$ cat config.mk
export PLATFORM = sky130hd
export DESIGN_NAME = ide_legacy_decode
export DESIGN_NICKNAME = d
export VERILOG_FILES = /design/src/rtl/ide_leg_pkg.sv /design/src/rtl/ide_leg_window.sv /design/src/rtl/ide_leg_size_check.sv /design/src/rtl/ide_leg_rdata.sv /design/src/rtl/ide_legacy_decode.sv
export SDC_FILE = /design/constraint.sdc
export NUM_CORES = 1
export LEC_CHECK = 0
export ABC_AREA = 1
export CELL_PAD_IN_SITES_DETAIL_PLACEMENT = 0
export CELL_PAD_IN_SITES_GLOBAL_PLACEMENT = 1
export CORE_MARGIN = 1
export CORE_UTILIZATION = 18
export DETAILED_ROUTE_END_ITERATION = 10
export GPL_TIMING_DRIVEN = 1
export PLACE_DENSITY = 0.87
export SLEW_MARGIN = 30
export SYNTH_ARGS = -nofsm -noshare
export SYNTH_HDL_FRONTEND = slang
export SYNTH_SLANG_ARGS = --single-unit
$ cat constraint.sdc
create_clock -name vclk -period 3.07
set_input_delay 0.614 -clock vclk [all_inputs]
set_output_delay 0.614 -clock vclk [all_outputs]
set_load 0.02 [all_outputs]
$ cat src/rtl/ide_leg_pkg.sv
package ide_leg_pkg;

  typedef enum logic [1:0] {
    SZ_BYTE  = 2'd0,
    SZ_WORD  = 2'd1,
    SZ_DWORD = 2'd2,
    SZ_RSVD  = 2'd3
  } io_size_e;

  localparam int unsigned NUM_CHAN      = 2;
  localparam int unsigned CMD_SPAN_LOG2 = 3;
  localparam int unsigned IDX_W         = 3;
  localparam int unsigned STATUS_W      = 8;

endpackage

$ cat src/rtl/ide_leg_window.sv
module ide_leg_window #(
  parameter int unsigned ADDR_W    = 16,
  parameter int unsigned BASE      = 0,
  parameter int unsigned SPAN_LOG2 = 0,
  parameter int unsigned OFF_W     = 3
) (
  input  logic [ADDR_W-1:0] addr,
  input  logic              en,
  output logic              match,
  output logic [OFF_W-1:0]  offset
);

  localparam logic [ADDR_W-1:0] BASE_V = ADDR_W'(BASE);

  generate
    if (SPAN_LOG2 == 0) begin : g_single
      assign match  = en && (addr == BASE_V);
      assign offset = '0;
    end else begin : g_span
      assign match  = en && (addr[ADDR_W-1:SPAN_LOG2] == BASE_V[ADDR_W-1:SPAN_LOG2]);
      assign offset = OFF_W'(addr[SPAN_LOG2-1:0]);
    end
  endgenerate

  always_comb begin
    if (!en) AST_WINDOW_GATED: assert (!match);
  end

endmodule

$ cat src/rtl/ide_leg_size_check.sv
module ide_leg_size_check
  import ide_leg_pkg::*;
#(
  parameter int unsigned OFF_W = 3
) (
  input  logic [1:0]       size,
  input  logic             cmd_match,
  input  logic [OFF_W-1:0] cmd_offset,
  input  logic             ctl_match,
  output logic             cmd_byte_ok,
  output logic             data_ok,
  output logic             ctl_ok
);

  always_comb begin
    cmd_byte_ok = 1'b0;
    data_ok     = 1'b0;
    ctl_ok      = 1'b0;
    unique case (io_size_e'(size))
      SZ_BYTE: begin
        cmd_byte_ok = cmd_match;
        ctl_ok      = ctl_match;
      end
      SZ_WORD, SZ_DWORD: begin
        data_ok = cmd_match && (cmd_offset == '0);
      end
      default: ;
    endcase
  end

  always_comb begin
    if (data_ok) AST_WIDE_AT_ZERO: assert (cmd_offset == '0 && size != 2'd0);
    if (ctl_ok)  AST_CTRL_NARROW:  assert (size == 2'd0);
  end

endmodule

$ cat src/rtl/ide_leg_rdata.sv
module ide_leg_rdata
  import ide_leg_pkg::*;
#(
  parameter int unsigned N_CH   = 2,
  parameter int unsigned DATA_W = 32
) (
  input  logic                       hit,
  input  logic [$clog2(N_CH)-1:0]    chan,
  input  logic                       ctrl_sel,
  input  logic [1:0]                 size,
  input  logic [N_CH*DATA_W-1:0]     cmd_rdata,
  input  logic [N_CH*STATUS_W-1:0]   status_in,
  output logic [DATA_W-1:0]          rdata
);

  logic [DATA_W-1:0]   lane;
  logic [STATUS_W-1:0] stat;

  assign lane = cmd_rdata[chan*DATA_W +: DATA_W];
  assign stat = status_in[chan*STATUS_W +: STATUS_W];

  always_comb begin
    if (!hit) begin
      rdata = '1;
    end else if (ctrl_sel) begin
      rdata = DATA_W'(stat);
    end else begin
      unique case (io_size_e'(size))
        SZ_BYTE: rdata = DATA_W'(lane[7:0]);
        SZ_WORD: rdata = DATA_W'(lane[15:0]);
        default: rdata = lane;
      endcase
    end
  end

  always_comb begin
    if (hit && size == 2'd0) AST_BYTE_UPPER_ZERO: assert (rdata[DATA_W-1:8] == '0);
  end

endmodule

$ cat src/rtl/ide_legacy_decode.sv
module ide_legacy_decode
  import ide_leg_pkg::*;
#(
  parameter int unsigned ADDR_W       = 16,
  parameter int unsigned DATA_W       = 32,
  parameter int unsigned PRI_CMD_BASE = 32'h01F0,
  parameter int unsigned SEC_CMD_BASE = 32'h0170,
  parameter int unsigned PRI_CTL_BASE = 32'h03F6,
  parameter int unsigned SEC_CTL_BASE = 32'h0376
) (
  input  logic [ADDR_W-1:0]            io_addr,
  input  logic [1:0]                   io_size,
  input  logic                         io_rd,
  input  logic                         io_wr,
  input  logic [NUM_CHAN-1:0]          legacy_en,
  input  logic [NUM_CHAN*DATA_W-1:0]   cmd_rdata,
  input  logic [NUM_CHAN*STATUS_W-1:0] status_in,
  output logic                         hit,
  output logic                         chan_sel,
  output logic [IDX_W-1:0]             reg_idx,
  output logic                         ctrl_sel,
  output logic                         data_sel,
  output logic                         rd_strobe,
  output logic                         wr_strobe,
  output logic [DATA_W-1:0]            rdata
);

  localparam int unsigned CH_W = $clog2(NUM_CHAN);

  logic [NUM_CHAN-1:0]  cmd_match, ctl_match;
  logic [NUM_CHAN-1:0]  cmd_byte_ok, data_ok, ctl_ok;
  logic [IDX_W-1:0]     cmd_off [NUM_CHAN];
  logic [IDX_W-1:0]     ctl_off [NUM_CHAN];

  generate
    for (genvar ch = 0; ch < NUM_CHAN; ch++) begin : g_chan
      localparam int unsigned CMD_B = (ch == 0) ? PRI_CMD_BASE : SEC_CMD_BASE;
      localparam int unsigned CTL_B = (ch == 0) ? PRI_CTL_BASE : SEC_CTL_BASE;

      ide_leg_window #(
        .ADDR_W(ADDR_W), .BASE(CMD_B), .SPAN_LOG2(CMD_SPAN_LOG2), .OFF_W(IDX_W)
      ) i_cmd_win (
        .addr(io_addr), .en(legacy_en[ch]),
        .match(cmd_match[ch]), .offset(cmd_off[ch])
      );

      ide_leg_window #(
        .ADDR_W(ADDR_W), .BASE(CTL_B), .SPAN_LOG2(0), .OFF_W(IDX_W)
      ) i_ctl_win (
        .addr(io_addr), .en(legacy_en[ch]),
        .match(ctl_match[ch]), .offset(ctl_off[ch])
      );

      ide_leg_size_check #(.OFF_W(IDX_W)) i_size (
        .size(io_size), .cmd_match(cmd_match[ch]), .cmd_offset(cmd_off[ch]),
        .ctl_match(ctl_match[ch]), .cmd_byte_ok(cmd_byte_ok[ch]),
        .data_ok(data_ok[ch]), .ctl_ok(ctl_ok[ch])
      );
    end
  endgenerate

  logic [CH_W-1:0] chan_w;

  always_comb begin
    hit      = 1'b0;
    chan_w   = '0;
    reg_idx  = '0;
    ctrl_sel = 1'b0;
    data_sel = 1'b0;
    for (int c = 0; c < NUM_CHAN; c++) begin
      if (cmd_byte_ok[c] || data_ok[c] || ctl_ok[c]) begin
        hit      = 1'b1;
        chan_w   = CH_W'(c);
        ctrl_sel = ctl_ok[c];
        data_sel = data_ok[c];
        reg_idx  = cmd_byte_ok[c] ? cmd_off[c] : ctl_off[c];
      end
    end
  end

  assign chan_sel  = chan_w[0];
  assign rd_strobe = io_rd & hit;
  assign wr_strobe = io_wr & hit;

  ide_leg_rdata #(.N_CH(NUM_CHAN), .DATA_W(DATA_W)) i_rdata (
    .hit(hit), .chan(chan_w), .ctrl_sel(ctrl_sel), .size(io_size),
    .cmd_rdata(cmd_rdata), .status_in(status_in), .rdata(rdata)
  );

  always_comb begin
    AST_ONE_WINDOW: assert ($onehot0({cmd_byte_ok, data_ok, ctl_ok}));
    if (legacy_en == '0) AST_DISABLED_SILENT: assert (!hit);
    if (io_size == 2'd3) AST_RSVD_SIZE_MISS: assert (!hit);
    if (rd_strobe || wr_strobe) AST_STROBE_QUAL: assert (hit);
    if (data_sel) AST_DATA_IDX_ZERO: assert (reg_idx == '0 && !ctrl_sel);
    if (ctrl_sel) AST_CTRL_IDX: assert (reg_idx == '0 && io_size == 2'd0);
  end

endmodule

After elaboration in Yosys (flattened, before gate mapping)
Index checks and enable logic that the tools add are counted.
W data, S select, Z words.
- register bits after elaboration: 0
- bits of input ports: 102
- output and inout port bits: 41
- word-level logic and storage cells: 43
- equality and inequality tests: 6
- shift operators: 2
- muxes and demuxes: 20
- bitwise operators: 2
- reduce and logical (&&, ||, !) cells: 13
- operator list (cell ; count):
    $mux W32 ; 2
    $pmux W32 S2 ; 1
    $shiftx A64 B7 Y32 ; 1
    $eq A16 B10 Y1 const B ; 2
    $eq A13 B6 Y1 const B ; 2
    $shiftx A16 B5 Y8 ; 1
    $mux W1 ; 13
    $mux W3 ; 4
    $logic_and A1 B1 Y1 ; 6
    $logic_or A1 B1 Y1 ; 4
    $logic_not A3 Y1 ; 1
    $and A1 B1 Y1 ; 2
    $eq A2 B1 Y1 const B ; 1
    $eq A2 B2 Y1 const B ; 1
    $logic_not A2 Y1 ; 1
    $reduce_or A2 Y1 ; 1

Logic depth before layout (Yosys ltp)
- word-level depth: 11
- mapped depth: 14
- gate-level depth less buffers: 12

Modules after synthesis
From an unflattened synthesis, not the netlist that was laid out.
- cell total of the unflattened synthesis: 350
- area total of the unflattened synthesis: 1587.8 um2
- modules (own cells, without submodules) (module ; times used ; cells an instance ; area each (um2) ; seq. area each (um2)):
    ide_leg_rdata ; 1 ; 186 ; 843.3 ; 0.0
    ide_legacy_decode ; 1 ; 45 ; 220.2 ; 0.0
    ide_leg_size_check ; 2 ; 13 ; 58.8 ; 0.0
    ide_leg_window at g_chan[1].i_ctl_win ; 1 ; 26 ; 111.4 ; 0.0
    ide_leg_window at g_chan[0].i_ctl_win ; 1 ; 24 ; 106.4 ; 0.0
    ide_leg_window at g_chan[1].i_cmd_win ; 1 ; 22 ; 95.1 ; 0.0
    ide_leg_window at g_chan[0].i_cmd_win ; 1 ; 21 ; 93.8 ; 0.0

Worst setup path before layout
Ideal clock, no wire load.
- kind: input to output
- from: input io_size[1]
- to: output rdata[0]
- arrival time: 2.270 ns
- data required time: 2.456 ns
- setup slack: 0.186 ns
- cell stages on the path: 10
- buffers on the path: 0
- cell sequence: inv_1 > ha_1 > nand2_1 > nor3_2 > nand3_1 > nand3_1 > nor2_2 > nor2_2 > nand2_1 > nand3_1
- cells in the longest elaborated chain, start to end: 10
- elaborated cells on any way between the ends: 24
- classes of those cells: 2 x eq/ne; 2 x shift; 14 x mux; 6 x reduce/logical
- ends and longest elaborated chain (item ; RTL line ; text):
    from (decl) ; ide_legacy_decode.sv:12 ; input logic [1:0] io_size,
    $eq A2 B1 Y1 or $eq A2 B2 Y1 (tied branches) ; ide_leg_size_check.sv:19 ; unique case (io_size_e'(size))
    $reduce_or A2 Y1 ; ide_leg_size_check.sv:19 ;
    $mux W1 ; ide_leg_size_check.sv:19 ;
    $logic_or A1 B1 Y1 ; ide_legacy_decode.sv:71 ; if (cmd_byte_ok[c] || data_ok[c] || ctl_ok[c]) begin
    $logic_or A1 B1 Y1 (*) ; ide_legacy_decode.sv:71 ;
    $mux W1 (*) ; ide_legacy_decode.sv:71 ;
    named net chan_sel ; ide_legacy_decode.sv:19 ; output logic chan_sel,
    $shiftx A64 B7 Y32 ; ide_leg_rdata.sv:19 ; assign lane = cmd_rdata[chan*DATA_W +: DATA_W];
    $pmux W32 S2 ; ide_leg_rdata.sv:28 ; unique case (io_size_e'(size))
    $mux W32 (*) ; ide_leg_rdata.sv:25 ; end else if (ctrl_sel) begin
    $mux W32 (*) ; ide_leg_rdata.sv:23 ; if (!hit) begin
    to (decl) ; ide_legacy_decode.sv:25 ; output logic [DATA_W-1:0] rdata
Mark *: on every way through the listed nets, which the timed path passes. The rest lies on a longest branch.

Worst setup path in the final report
- from: input io_addr[14]
- to: output rdata[1]
- cells in the longest elaborated chain, start to end: 11
- elaborated cells on any way between the ends: 30
- classes of those cells: 4 x eq/ne; 2 x shift; 14 x mux; 10 x reduce/logical
- ends and longest elaborated chain (item ; RTL line ; text):
    from (decl) ; ide_legacy_decode.sv:11 ; input logic [ADDR_W-1:0] io_addr,
    $eq A13 B6 Y1 ; ide_leg_window.sv:20 ; assign match = en && (addr[ADDR_W-1:SPAN_LOG2] == BASE_V[ADDR_W-1:SPAN_LOG2]);
    $logic_and A1 B1 Y1 ; ide_leg_window.sv:20 ;
    $logic_and A1 B1 Y1 ; ide_leg_size_check.sv:25 ; data_ok = cmd_match && (cmd_offset == '0);
    $mux W1 ; ide_leg_size_check.sv:19 ;
    $logic_or A1 B1 Y1 (2 in series) ; ide_legacy_decode.sv:71 ;
    $mux W1 ; ide_legacy_decode.sv:71 ;
    $shiftx A64 B7 Y32 ; ide_leg_rdata.sv:19 ;
    $pmux W32 S2 ; ide_leg_rdata.sv:28 ;
    $mux W32 ; ide_leg_rdata.sv:25 ;
    $mux W32 (*) ; ide_leg_rdata.sv:23 ;
Every way passes the cells marked *; elsewhere a longest branch is shown, timed or not.

==> results <==
-- kinds of logic after synthesis --
logic type                 count (synthesis)
AOI/OAI and AO/OA                         20
adders and majority gates                  2
buffers and inverters                     62
and+or+nand+nor                          220
-- cell usage after synthesis, types with 2 or more instances --
| master | count | area [um^2] |
|---|---|---|
| nand3_1 | 25 | 125 |
| ha_1 | 2 | 25.0 |
| nor2_2 | 4 | 25.0 |
| nor2_1 | 35 | 131 |
| clkbuf_1 | 4 | 15.0 |
| buf_4 | 5 | 37.5 |
| nand4_1 | 21 | 131 |
| buf_2 | 5 | 25.0 |
| inv_1 | 44 | 165 |
| o21ai_0 | 10 | 50.1 |
| a21oi_1 | 2 | 10.0 |
| inv_2 | 3 | 11.3 |
| o21ai_1 | 7 | 35.0 |
| nand2_2 | 3 | 18.8 |
| nand3_2 | 2 | 20.0 |
| nand2_1 | 124 | 465 |
-- report_power, final --
part           switching (uW)  leakage, uW  total [uW]  internal, uW
Combinational            77.6      0.00166         231           154
Sequential                  0            0           0             0
Clock                       0            0           0             0
Total                    77.6      0.00166         231           154
-- placed cells by master, fill, tap and decap left out, drive strengths merged, types with 12 or more instances in the layout --
cell type / count
o21ai: 17
dlygate4sd2: 20
nand4: 21
clkdlybuf4s50: 84
nor2: 39
buf: 73
inv: 47
nand2: 128
clkbuf: 12
nand3: 28
-- path summary, 6_finish.rpt --
path | depth (start not counted) | to | slack, ns | from
setup / recovery | 12 | rdata[1] | 0.09 | io_addr[14]
hold / removal | 4 | wr_strobe | 1.85 | io_wr
-- per-layer routing --
metal	global-route usage (%)	vias to the layer above
met5	0	-
met4	0.289	0
met3	2.40	0
met2	30.8	107
met1	18.3	1100
li1	-	1315
-- area by class of cell --
class / count / share of cell area (%)
timing repair buffer: 195 / 54.2
multi-input combinational: 242 / 36.9
tap: 99 / 3.63
inverter: 47 / 5.24
-- through the flow --
| stage | power [uW] | instances | hold WS, ns |
|---|---|---|---|
| global placement | 223 | 569 | 2.23 |
| global route | 254 | 583 | 1.88 |
| detailed placement | 223 | 569 | 2.23 |
| CTS | 228 | 577 | 1.86 |
| floorplan | 60.2 | 304 | 1.35 |
| finish | 231 | 583 | 1.85 |
-- timing repair --
action                     4_1_cts  5_1_grt
gates cloned                     1        2
setup endpoints to repair       41       37
pin swaps                       21       16
buffers inserted                 8        4
resized for setup              173       49
==> metrics.csv <==
stage,metric,value,unit
setup_path,cp_common_cell,nand3_4,
timing,setup_violations,0,
logic_synthesis,syn_area_per_cell,4.50,um^2
setup_path,worstSetupPathType,in2out,
placed_design,port_buffers,143,
floorplan,die_area,7960,um^2
floorplan,rows,31,
setup_path,cp_top_family,buffers and inverters,
timing,slew_viol_final,0,
cells_and_area,ff_latch_area,0,um^2
floorplan,die_x,89.2,um
routing,vias,2522,
logic_synthesis,synth_nets,408,
routing,highest-signal-layer,met3,
grt,grt_pass1_wl,10000,um
outcome,status,finished clean,
timing,fin_tns_setup,0,ns
cells_and_area,nets,590,
logic_synthesis,synthXorXnorAreaFrac,0,%
logic_synthesis,synthSimpleGateAreaFrac,71.3,%
floorplan,fp.coreArea,7290,um^2
placed_design,pre_cts_slack,-0.637,ns
routing,ant_nets,0,
grt,grt_overflow,0,
timing,tightest_slew,0.607,ns
logic_synthesis,ys_seq_area_share,0,%
setup_path,slowest_delay,0.41,ns
cells_and_area,clkbuf_count,0,
timing,timing.fmax,0.336,GHz
setup_path,cp.arrival,2.36,ns
logic_synthesis,synth_top_family_by_area,simple AND/OR/NAND/NOR gates,
routing,viasPerCell,4.33,
timing,hold_viol,0,
cells_and_area,fin_area,3420,um^2
routing,wl_met3,632,um
cells_and_area,multiInputGateArea,1260,um^2
timing,worst_slack,0.0947,ns
routing,dr.first_iter.drc_count,79,
timing,rsz0062_at_grt,yes,
grt,antenna_found_initial,0,
routing,met1Wirelength,2890,um
timing,maxSlewHeadroom,59.4,%
pwr,power-per-cell-area,67.7,nW/um^2
placed_design,placed_area,3200,um^2
logic_synthesis,synth_mux_area_share,0,%
floorplan,ioPinCount,143,
cells_and_area,final_core_util,46.8,%
cells_and_area,fillers,761,
setup_path,critPathSlowestCell,clkdlybuf4s50_1,
job,cap_violations,0,
placed_design,gp_congestion,0.809,
setup_path,critPathLaunchType,input pin,
routing,drcViolationCount,0,
floorplan,die_y,89.2,um
clock_tree,cts_hold_buf,0,
logic_synthesis,synthCells,304,
grt,grtUsageTotal,15.5,%
setup_path,worstSetupEndpointType,primary output,
cells_and_area,num_antenna_cells,0,
logic_synthesis,syn_area,1370,um^2
floorplan,initial_core_util,18.8,%
routing,drt-pass1-iter-count,4,
routing,drt-total-wl,6840,um
cells_and_area,layout-drive-gt1-share,27.5,%
setup_path,worstPathRequired,2.46,ns
setup_path,critPathMaxFanout,8,
cells_and_area,area_growth,150,%
pwr,leakage,0.00166,uW
worst_hold_path,worstHoldPathType,in2out,
routing,wl_met2,3310,um
placed_design,dp_hpwl,5110,um
routing,wire_per_inst,11.7,um
timing,fin_crit_sh,96.9,%
timing,timing.final.crit_period,2.98,ns
logic_synthesis,synth_warnings,0,
cells_and_area,design.seq.count,0,
grt,first_global_vias,2331,
logic_synthesis,synth_compound_gate_area_share,7.50,%
logic_synthesis,synth.distinct_cells,24,
setup_path,path_cells,"clkdlybuf4s50_1, inv_2, nand3_4, nor2_4, nand3_4, buf_6, nand4_1, nand2_8, buf_12, nand2_1, nand3_1, buf_4",
pwr,vdd_drop_max,0.0000361,V
setup_path,crit_buf_inv,5,
logic_synthesis,synthAdderAreaFrac,1.83,%
grt,grt_max_degree,35,
No activity file was read; power rests on OpenSTA's default activity.
